<file path="src/rtl/tcu_pkg.sv">
`timescale 1ns/1ps
package tcu_pkg;
   typedef enum logic {
      SRC_TICK  = 1'b0,
      SRC_EVENT = 1'b1
   } count_src_e;

   localparam logic [7:0] DEF_FLAG_ADDR = 8'h8F;
   localparam logic [23:0] DEF_HI_ADDRS = {8'hCD, 8'h8D, 8'h8C};
   localparam logic [23:0] DEF_LO_ADDRS = {8'hCC, 8'h8B, 8'h8A};
endpackage

</file>
<file path="src/rtl/tcu_prescaler.sv">
`timescale 1ns/1ps
module tcu_prescaler #(
   parameter int unsigned DIV = 12
) (
   input  logic clk,
   input  logic rst_n,
   output logic tick
);
   localparam int unsigned PW = (DIV > 2) ? $clog2(DIV) : 1;
   localparam logic [PW-1:0] LAST = PW'(DIV - 1);

   generate
      if (DIV < 2) begin : g_bad_div
         $error("tcu_prescaler: DIV must be at least 2");
      end
   endgenerate

   logic [PW-1:0] phase_q;

   always_ff @(posedge clk or negedge rst_n) begin
      if (!rst_n)
         phase_q <= '0;
      else if (phase_q == LAST)
         phase_q <= '0;
      else
         phase_q <= phase_q + 1'b1;
   end

   assign tick = (phase_q == LAST);

   // the tick is a single-cycle strobe
   a_r3_tick_single: assert property (@(posedge clk) disable iff (!rst_n)
      tick |=> !tick);
endmodule

</file>
<file path="src/rtl/tcu_pin_sampler.sv">
`timescale 1ns/1ps
module tcu_pin_sampler #(
   parameter int unsigned SYNC_STAGES = 2
) (
   input  logic clk,
   input  logic rst_n,
   input  logic tick,
   input  logic pin,
   output logic fall,
   output logic older_smp
);
   logic pin_s;

   generate
      if (SYNC_STAGES > 0) begin : g_sync
         logic [SYNC_STAGES-1:0] sync_q;
         always_ff @(posedge clk or negedge rst_n) begin
            if (!rst_n)
               sync_q <= '0;
            else begin
               sync_q[0] <= pin;
               for (int i = 1; i < SYNC_STAGES; i++)
                  sync_q[i] <= sync_q[i-1];
            end
         end
         assign pin_s = sync_q[SYNC_STAGES-1];
      end else begin : g_direct
         assign pin_s = pin;
      end
   endgenerate

   logic newer_q, older_q;

   always_ff @(posedge clk or negedge rst_n) begin
      if (!rst_n) begin
         newer_q <= 1'b0;
         older_q <= 1'b0;
      end else if (tick) begin
         older_q <= newer_q;
         newer_q <= pin_s;
      end
   end

   assign fall      = older_q & ~newer_q;
   assign older_smp = older_q;

   // samples only move on a tick
   a_r7_samples_on_tick: assert property (@(posedge clk) disable iff (!rst_n)
      !tick |=> $stable(older_q));
endmodule

</file>
<file path="src/rtl/tcu_channel.sv">
`timescale 1ns/1ps
module tcu_channel
   import tcu_pkg::*;
#(
   parameter int unsigned W  = 16,
   parameter int unsigned DW = 8,
   parameter int unsigned SYNC_STAGES = 2
) (
   input  logic          clk,
   input  logic          rst_n,
   input  logic          tick,
   input  logic          pin,
   input  logic          run,
   input  count_src_e    src,
   input  logic          wr_lo,
   input  logic          wr_hi,
   input  logic [DW-1:0] wdata,
   input  logic          flag_wr,
   input  logic          flag_keep,
   output logic [W-1:0]  count,
   output logic          ovf
);
   generate
      if (W != 2 * DW) begin : g_bad_width
         $error("tcu_channel: counter must be two data bytes wide");
      end
   endgenerate

   logic fall, older_smp;

   tcu_pin_sampler #(.SYNC_STAGES(SYNC_STAGES)) u_smp (
      .clk       (clk),
      .rst_n     (rst_n),
      .tick      (tick),
      .pin       (pin),
      .fall      (fall),
      .older_smp (older_smp)
   );

   logic step, any_wr, wrap;
   logic [W-1:0] count_q;

   assign step   = run & tick & ((src == SRC_EVENT) ? fall : 1'b1);
   assign any_wr = wr_lo | wr_hi;
   assign wrap   = step & ~any_wr & (&count_q);

   always_ff @(posedge clk or negedge rst_n) begin
      if (!rst_n)
         count_q <= '0;
      else if (any_wr) begin
         if (wr_lo) count_q[DW-1:0] <= wdata;
         if (wr_hi) count_q[W-1:DW] <= wdata;
      end else if (step)
         count_q <= count_q + 1'b1;
   end

   always_ff @(posedge clk or negedge rst_n) begin
      if (!rst_n)
         ovf <= 1'b0;
      else if (wrap)
         ovf <= 1'b1;
      else if (flag_wr && !flag_keep)
         ovf <= 1'b0;
   end

   assign count = count_q;

   // written low byte lands, high byte is spared
   a_r6_write_lo: assert property (@(posedge clk) disable iff (!rst_n)
      (wr_lo && !wr_hi) |=> (count_q[DW-1:0] == $past(wdata)) &&
                            (count_q[W-1:DW] == $past(count_q[W-1:DW])));
   // written high byte lands, low byte is spared
   a_r6_write_hi: assert property (@(posedge clk) disable iff (!rst_n)
      (wr_hi && !wr_lo) |=> (count_q[W-1:DW] == $past(wdata)) &&
                            (count_q[DW-1:0] == $past(count_q[DW-1:0])));
   // a stopped channel holds
   a_r7_hold: assert property (@(posedge clk) disable iff (!rst_n)
      (!run && !any_wr) |=> $stable(count_q));
   // a timer step is exactly one
   a_r3_timer_step: assert property (@(posedge clk) disable iff (!rst_n)
      (run && src == SRC_TICK && tick && !any_wr) |=> count_q == $past(count_q) + 1'b1);
   // roll-over leaves zero with the flag set
   a_r5_wrap: assert property (@(posedge clk) disable iff (!rst_n)
      (run && tick && !any_wr && (&count_q) && (src == SRC_TICK || fall)) |=> (count_q == '0) && ovf);
   // one falling pair yields one event only
   a_r4_single_event: assert property (@(posedge clk) disable iff (!rst_n)
      (tick && fall) |=> !older_smp);
endmodule

</file>
<file path="src/rtl/tick_counter_unit.sv">
`timescale 1ns/1ps
module tick_counter_unit
   import tcu_pkg::*;
#(
   parameter int unsigned NCH = 3,
   parameter int unsigned AW  = 8,
   parameter int unsigned DW  = 8,
   parameter int unsigned W   = 16,
   parameter int unsigned PRESCALE    = 12,
   parameter int unsigned SYNC_STAGES = 2,
   parameter logic [NCH*AW-1:0] HI_ADDRS  = DEF_HI_ADDRS,
   parameter logic [NCH*AW-1:0] LO_ADDRS  = DEF_LO_ADDRS,
   parameter logic [AW-1:0]     FLAG_ADDR = DEF_FLAG_ADDR
) (
   input  logic           clk,
   input  logic           rst_n,
   input  logic [AW-1:0]  sfr_addr,
   input  logic [DW-1:0]  sfr_wdata,
   input  logic           sfr_we,
   output logic [DW-1:0]  sfr_rdata,
   input  logic [NCH-1:0] cnt_pin,
   input  logic [NCH-1:0] run_en,
   input  logic [NCH-1:0] cnt_mode,
   output logic [NCH-1:0] ovf_flag
);
   generate
      if (NCH < 1 || NCH > DW) begin : g_bad_nch
         $error("tick_counter_unit: channel count must fit the flag register");
      end
   endgenerate

   logic tick;
   logic [W-1:0] counts [NCH];
   logic flag_wr;

   assign flag_wr = sfr_we && (sfr_addr == FLAG_ADDR);

   tcu_prescaler #(.DIV(PRESCALE)) u_pre (
      .clk   (clk),
      .rst_n (rst_n),
      .tick  (tick)
   );

   for (genvar g = 0; g < NCH; g++) begin : g_ch
      logic wr_lo, wr_hi;
      assign wr_lo = sfr_we && (sfr_addr == LO_ADDRS[g*AW +: AW]);
      assign wr_hi = sfr_we && (sfr_addr == HI_ADDRS[g*AW +: AW]);

      tcu_channel #(.W(W), .DW(DW), .SYNC_STAGES(SYNC_STAGES)) u_ch (
         .clk       (clk),
         .rst_n     (rst_n),
         .tick      (tick),
         .pin       (cnt_pin[g]),
         .run       (run_en[g]),
         .src       (count_src_e'(cnt_mode[g])),
         .wr_lo     (wr_lo),
         .wr_hi     (wr_hi),
         .wdata     (sfr_wdata),
         .flag_wr   (flag_wr),
         .flag_keep (sfr_wdata[g]),
         .count     (counts[g]),
         .ovf       (ovf_flag[g])
      );
   end

   always_comb begin
      sfr_rdata = '0;
      if (sfr_addr == FLAG_ADDR)
         sfr_rdata = DW'(ovf_flag);
      for (int i = 0; i < NCH; i++) begin
         if (sfr_addr == LO_ADDRS[i*AW +: AW]) sfr_rdata = counts[i][DW-1:0];
         if (sfr_addr == HI_ADDRS[i*AW +: AW]) sfr_rdata = counts[i][W-1:DW];
      end
   end

   // a flag only rises together with a tick
   a_r5_flag_on_tick: assert property (@(posedge clk) disable iff (!rst_n)
      !tick |=> !$rose(ovf_flag));
endmodule

</file>
<file path="config.mk">
export PLATFORM = sky130hd
export DESIGN_NAME = tick_counter_unit
export DESIGN_NICKNAME = d
export VERILOG_FILES = /design/src/rtl/tcu_pkg.sv /design/src/rtl/tcu_prescaler.sv /design/src/rtl/tcu_pin_sampler.sv /design/src/rtl/tcu_channel.sv /design/src/rtl/tick_counter_unit.sv
export SDC_FILE = /design/constraint.sdc
export NUM_CORES = 1
export LEC_CHECK = 0
export BUFFER_PORTS_ARGS = -buffer_cell sky130_fd_sc_hd__buf_2
export CAP_MARGIN = 20
export CORE_MARGIN = 1
export CORE_UTILIZATION = 45
export DETAILED_ROUTE_END_ITERATION = 10
export PLACE_DENSITY = 0.65
export SLEW_MARGIN = 20
export SYNTH_ARGS = -nofsm -noshare
export SYNTH_HDL_FRONTEND = slang
export SYNTH_HIERARCHICAL = 1
export SYNTH_SLANG_ARGS = --single-unit
</file>
<file path="constraint.sdc">
create_clock -name clk -period 2.3 [get_ports clk]
set_input_delay 0.115 -clock clk [delete_from_list [all_inputs] [get_ports clk]]
set_output_delay 0.115 -clock clk [all_outputs]
set_load 0.03 [all_outputs]
</file>
# Yosys cells after proc, flatten, opt, wreduce, memory -nomap -nowiden
# Index checks and enable logic that the tools add are counted.
totals:
  out_inout_bits: 11
  reg_bits: 67
classes:
  mux: 29
  reduce_logical: 28
  add_sub_neg: 4
  eq_ne: 14
  bitwise_logic: 24
op_table:
  columns: ["operator", "n"]
  rows:
  - ["two-way mux 16 bit", 6]
  - ["two-way mux 8 bit", 12]
  - ["equality test 8 bit (second input constant)", 7]
  - ["adder 16 x 1 -> 16 bit (second input constant)", 3]
  - ["AND reduction 16 bit", 3]
  - ["AND 1 bit", 15]
  - ["inequality test 2 x 1 -> 1 bit (second input constant)", 6]
  - ["AND reduction 2 bit", 6]
  - ["nonzero test 2 bit", 6]
  - ["logical AND 1 bit", 10]
  - ["two-way mux 1 bit", 9]
  - ["NOT 1 bit", 6]
  - ["adder 4 x 1 -> 4 bit (second input constant)", 1]
  - ["equality test 4 bit (second input constant)", 1]
  - ["two-way mux 4 bit", 1]
  - ["zero test 1 bit", 3]
  - ["two-way mux 3 bit", 1]
  - ["bitwise OR 1 bit", 3]

# Depth between registers and ports, before layout
logic_depth:
  word_depth: 8
  depth_mapped: 11
  ltp_nobuf: 8

# Cells and area by module
# The synthesis kept the hierarchy.
modules_own_cells:
  columns: ["module", "cells_per_inst", "seq_area_each_um2", "instances", "area_per_inst_um2"]
  rows:
  - ["tcu_channel", 127, 425.4, 3, 1071.0]
  - ["tick_counter_unit", 93, 0.0, 1, 635.6]
  - ["tcu_pin_sampler", 7, 100.1, 3, 128.9]
  - ["tcu_prescaler", 14, 100.1, 1, 173.9]

# Least setup slack after synthesis
# Ideal clock, no wire load.
synth_path:
  kind: "reg2reg"
  startpoint: "register u_pre.phase_q[0]"
  endpoint: "register g_ch[1].u_ch.count_q[13]"
  t_arrival_ns: 2.150
  setup_time_ns: 0.082
  path_stages_with_launch: 8
  path_slack_ns: 0.068
  cell_sequence: "dfrtp_1 ha_1 nand2b_4 nor2_2 nand2_2 or3_4 or4_1 a31oi_1"
synth_between:
  elab_chain_len: 5
synth_rtl:
  columns: ["element", "line", "source"]
  rows:
  - ["start, declared", "tcu_prescaler.sv:18", "logic [PW-1:0] phase_q;"]
  - ["start signal, assigned", "tcu_prescaler.sv:26", "phase_q <= phase_q + 1'b1;"]
  - ["equality test 4 bit", "tcu_prescaler.sv:29", "assign tick = (phase_q == LAST);"]
  - ["via tick", "tick_counter_unit.sv:32", "logic tick;"]
  - ["AND 1 bit (2 in series)", "tcu_channel.sv:43", "assign step = run & tick & ((src == SRC_EVENT) ? fall : 1'b1);"]
  - ["nonzero test 2 bit (no line)", null, null]
  - ["AND reduction 2 bit (no line)", null, null]
  - ["end signal, assigned by index", "tcu_channel.sv:51", "if (wr_lo) count_q[DW-1:0] <= wdata;"]
  - ["end signal, assigned by index", "tcu_channel.sv:52", "if (wr_hi) count_q[W-1:DW] <= wdata;"]
  - ["end signal, assigned", "tcu_channel.sv:54", "count_q <= count_q + 1'b1;"]
  - ["end, declared", "tcu_channel.sv:41", "logic [W-1:0] count_q;"]
# The timed path passes the listed nets, and every way through them passes these cells.
# A chain may end at the register's enable or synchronous reset.

# Worst setup path after layout
layout_path:
  startpoint: "register u_pre.phase_q[0]"
  endpoint: "register g_ch[2].u_ch.count_q[13]"
layout_between:
  elab_chain_len: 5
layout_rtl:
  columns: ["element", "line"]
  rows:
  - ["equality test 4 bit", "tcu_prescaler.sv:29"]
  - ["via tick", "tick_counter_unit.sv:32"]
  - ["AND 1 bit (2 in series)", "tcu_channel.sv:43"]
  - ["nonzero test 2 bit (no line)", null]
  - ["AND reduction 2 bit (no line)", null]
  - ["end signal, assigned by index", "tcu_channel.sv:51"]
  - ["end signal, assigned by index", "tcu_channel.sv:52"]
  - ["end signal, assigned", "tcu_channel.sv:54"]
  - ["end, declared", "tcu_channel.sv:41"]
# The timed path passes the listed nets, and every way through them passes these cells.

==> flow_summary.ini <==
[status]
outcome = completed

[hold_path]
timing.hold.worst_path_depth = 3
hold_path.class = in -> reg
min_from = sfr_wdata[0]
hold_path_end = g_ch[2].u_ch/count[0]$_DFFE_PN0P_

[setup_path]
crit_path_cell_trace = ha_1, nand2b_4, nor2_4, nand2_2, or3_4, or4_1, a31oi_1
worst_setup_path_start_kind = flip-flop
cp.required_ns = 2.58
end_kind = flip-flop
regToRegEndpoint = g_ch[2].u_ch/count[13]$_DFFE_PN0P_
path_class = reg -> reg
depth_of_the_worst_register_to_register_path = 7
crit_fanout = 4
critical_path_cell_with_the_highest_stage_delay = sky130_fd_sc_hd__or4_1
crit_path_max_incr_delay_ns = 0.51
worstPathArrival_ns = 2.37
timing.rr.start = u_pre/phase_q[0]$_DFF_PN0_
reg2reg_setup_slack_ns = 0.21

[yosys]
synthTopCellsByArea = sky130_fd_sc_hd__dfrtp_1 38%, sky130_fd_sc_hd__a21oi_1 6.7%, sky130_fd_sc_hd__o21ai_0 4.0%, sky130_fd_sc_hd__o22ai_1 4.0%, sky130_fd_sc_hd__o31ai_1 3.6%
yosysSeqAreaShare_pct = 38.0
synthesized_area_divided_by_synthesized_cell_count_sq_um = 8.66
post-synth-top-area-fraction_pct = 38.0
post_synth_num_cell_types = 66
synth_edf_count = 0
netlist.top_cell.by_area = sky130_fd_sc_hd__dfrtp_1
synthTopCellsByCount = 67 x sky130_fd_sc_hd__dfrtp_1, 59 x sky130_fd_sc_hd__a21oi_1, 41 x sky130_fd_sc_hd__nand2_1, 35 x sky130_fd_sc_hd__o21ai_0, 28 x sky130_fd_sc_hd__o22ai_1
yosys_most_used_dff = sky130_fd_sc_hd__dfrtp_1
postSynth.asyncResetShare_pct = 100
number_of_instances_in_the_synthesized_netlist = 509
syn_area_sq_um = 4410
post-synth-top-count-cell = sky130_fd_sc_hd__dfrtp_1
synthesized_nets = 541
ys_warn_count = 6
synth_seq_cells = 67

[timing]
worstMarginPinSlew_ns = 0.815
post-route-min-period_ns = 2.09
worst_slew_margin_rel_pct = 45.3
timing.clock.skew_ns = 0.0111
hold_slack_ns = 0.143
grt_setup_unrepaired = false
final_min_period_over_clock_period_pct = 90.9
hold_viol_final = 0
endpoints_failing_setup = 0
timing.final.max_slew_violations = 0
maxClockFrequency_ghz = 0.478
setup_ws_ns = 0.209

[run]
max_cap_viol_count = 0

[floorplanning]
die_x_um = 101
die_h_um = 101
dieArea_sq_um = 10200
design.core.area_sq_um = 9370
boundaryPins = 39
fp-row-count = 35
initial_util_pct = 47.0

[route]
routed_via_density = 6.23
dr.first_iter.drc_count = 375
final_antenna_violating_net_count = 0
vias = 4365
routed_wl_um = 13200
avgRoutedWirePerCell_um = 18.9
detailed_routing_iterations_pass_1 = 5
detail_route.drc_violations = 0

[pwr]
vdd.ir_drop.worst_mv = 0.374
p_per_area_nw_per_um2 = 511
power_report.internal_total_uw = 1860
switching_power_uw = 766
power.switching_fraction_pct = 29.2
share_seq_of_total_power_pct = 49.3
pwr-share-comb_pct = 10.7
p_clk_share_pct = 40.1
leakagePower_uw = 0.00201

[global_route]
gr-total-overflow = 0
global_route.usage.total_pct = 27.6
first_global_vias = 4128
maximum_number_of_pins_on_one_net_before_global_route_repair = 68
grt_antenna_before_repair = 0
grt_first_pass_wirelength_um = 21400

[cells_and_area]
diodes = 0
layout-drive-gt1-share_pct = 19.9
synthToLayoutAreaGrowth_pct = 16.5
finalNetCount = 599

[placed_design]
detailed_place_hpwl_um = 9610
gp_congestion = 0.950
numPortBuffers = 38
pre_cts_ws_ns = 0.0921

[clock_tree]
post-cts-setup-buffers = 0
clkSinkCount = 67
cts.reportedPaths.clkPinSlew_ns = 0.08
worst_skew_pair.late_latency_ns = 0.36
cts_made_buffers = 9
clock_tree.htree_level_count = 3
library_cell_used_as_clock_root_buffer = sky130_fd_sc_hd__clkbuf_8
cts-root-to-sink-buffers = 2
tritoncts_clock_tree = built
[cell families (layout without fill, tap and decap cells)]
kind of cell / count (synthesis) / after routing / share of synthesized area [%]
adder cells (fa/ha/maj): 4 / 4 / 1.14
buffers and inverters: 42 / 105 / 4.11
AND/OR/NAND/NOR: 170 / 170 / 22.2
flip-flops: 67 / 67 / 38.0
XOR/XNOR: 3 / 3 / 0.596
multiplexers: 22 / 22 / 5.19
AO/OA/AOI/OAI: 201 / 201 / 28.7
[per-stage QoR]
stage                     util (%)  instance area (sq um)  setup TNS [ns]  power (uW)  std cells
after floorplan                  -                   4410               0        1440        509
after global placement        52.0                   4870         -0.0950        1580        681
after detailed placement      52.0                   4870               0        1590        681
after CTS                     54.6                   5120               0        2640        701
after global routing          54.8                   5130               0        2720        701
final                         54.8                   5130               0        2620        701
[cell type report]
type	instances	area [sq um]
clock buffers	9	124
clock inverters	7	81.3
fillers	917	4240
inverters	20	75.1
multi-input cells	400	2570
flip-flops and latches	67	1680
well taps	129	161
repair buffers	69	445
[how the worst max path moves through the flow]
stage | from | end | slack, ns | cells past startpoint
final | u_pre/phase_q[0]$_DFF_PN0_ | g_ch[2].u_ch/count[13]$_DFFE_PN0P_ | 0.21 | 7
after global routing | u_pre/phase_q[0]$_DFF_PN0_ | g_ch[2].u_ch/count[13]$_DFFE_PN0P_ | 0.07 | 7
after CTS | u_pre/phase_q[0]$_DFF_PN0_ | g_ch[1].u_ch/count[2]$_DFFE_PN0P_ | 0.07 | 8
after detailed placement | u_pre/phase_q[0]$_DFF_PN0_ | g_ch[1].u_ch/count[2]$_DFFE_PN0P_ | 0.09 | 8
after global placement | u_pre/phase_q[0]$_DFF_PN0_ | g_ch[1].u_ch/count[8]$_DFFE_PN0P_ | -0.03 | 7
after floorplan | u_pre/phase_q[0]$_DFF_PN0_ | g_ch[1].u_ch/count[13]$_DFFE_PN0P_ | 0.07 | 7
[flip-flops by register name, indices dropped and copies added, names as in the netlist]
signal / cells
g_ch.u_ch/u_smp/newer_q: 3
u_pre/phase_q: 4
g_ch.u_ch/u_smp/g_sync.sync_q: 6
g_ch.u_ch/count: 48
g_ch.u_ch/u_smp/older_smp: 3
g_ch.u_ch/ovf: 3
[critical path, delay by kind of cell, from the launching register on]
family | cells | cell delay, ns
adder cells (fa/ha/maj) | 1 | 0.22
AND/OR/NAND/NOR | 5 | 1.21
flip-flops | 1 | 0.39
AO/OA/AOI/OAI | 1 | 0.18
[per-layer routing]
metal	GRT usage [%]	vias to the layer above	routed length, um
met5	0	-	0
li1	-	2076	-
met1	39.1	2071	6050
met3	4.85	33	907
met4	11.7	0	373
met2	41.6	185	5910
[cells in the final DEF (no fill, tap or decap), types with 4 or more instances in the layout]
cell | netlist | final
sky130_fd_sc_hd__o2bb2ai_1 | 6 | 6
sky130_fd_sc_hd__nand3_1 | 23 | 23
sky130_fd_sc_hd__nor2_1 | 25 | 25
sky130_fd_sc_hd__inv_1 | 19 | 19
sky130_fd_sc_hd__nand4_1 | 10 | 10
sky130_fd_sc_hd__o21ai_0 | 35 | 35
sky130_fd_sc_hd__o22a_1 | 6 | 6
sky130_fd_sc_hd__a31oi_1 | 12 | 12
sky130_fd_sc_hd__dfrtp_1 | 67 | 67
sky130_fd_sc_hd__and4_1 | 6 | 6
sky130_fd_sc_hd__o22ai_1 | 28 | 28
sky130_fd_sc_hd__nor3_1 | 4 | 4
sky130_fd_sc_hd__mux2_2 | 6 | 6
sky130_fd_sc_hd__mux2i_1 | 15 | 15
sky130_fd_sc_hd__o31ai_1 | 21 | 18
sky130_fd_sc_hd__dlygate4sd3_1 | 0 | 4
sky130_fd_sc_hd__clkbuf_8 | 0 | 9
sky130_fd_sc_hd__ha_1 | 4 | 4
sky130_fd_sc_hd__inv_6 | 0 | 4
sky130_fd_sc_hd__buf_2 | 7 | 38
sky130_fd_sc_hd__nor2b_1 | 5 | 5
sky130_fd_sc_hd__and3_1 | 4 | 4
sky130_fd_sc_hd__buf_4 | 1 | 26
sky130_fd_sc_hd__or4_1 | 6 | 6
sky130_fd_sc_hd__a21oi_1 | 59 | 59
sky130_fd_sc_hd__nand2_1 | 41 | 41
[what timing repair did]
item / in CTS / in global routing
hold buffers: 4 / 0
endpoints found under the hold margin: 70 / 0
gates resized for setup: 0 / 3
setup endpoints to repair: 0 / 9
[power groups by stage]
stage / Sequential (uW) / Combinational [uW] / Clock, uW
6_report: 1290 / 280 / 1050
5_1_grt: 1300 / 310 / 1110
4_1_cts: 1290 / 280 / 1070
3_5_place_dp: 1310 / 273 / 0
3_3_place_gp: 1310 / 268 / 0
2_1_floorplan: 1290 / 148 / 0
Power figures use the tool's default switching activity.
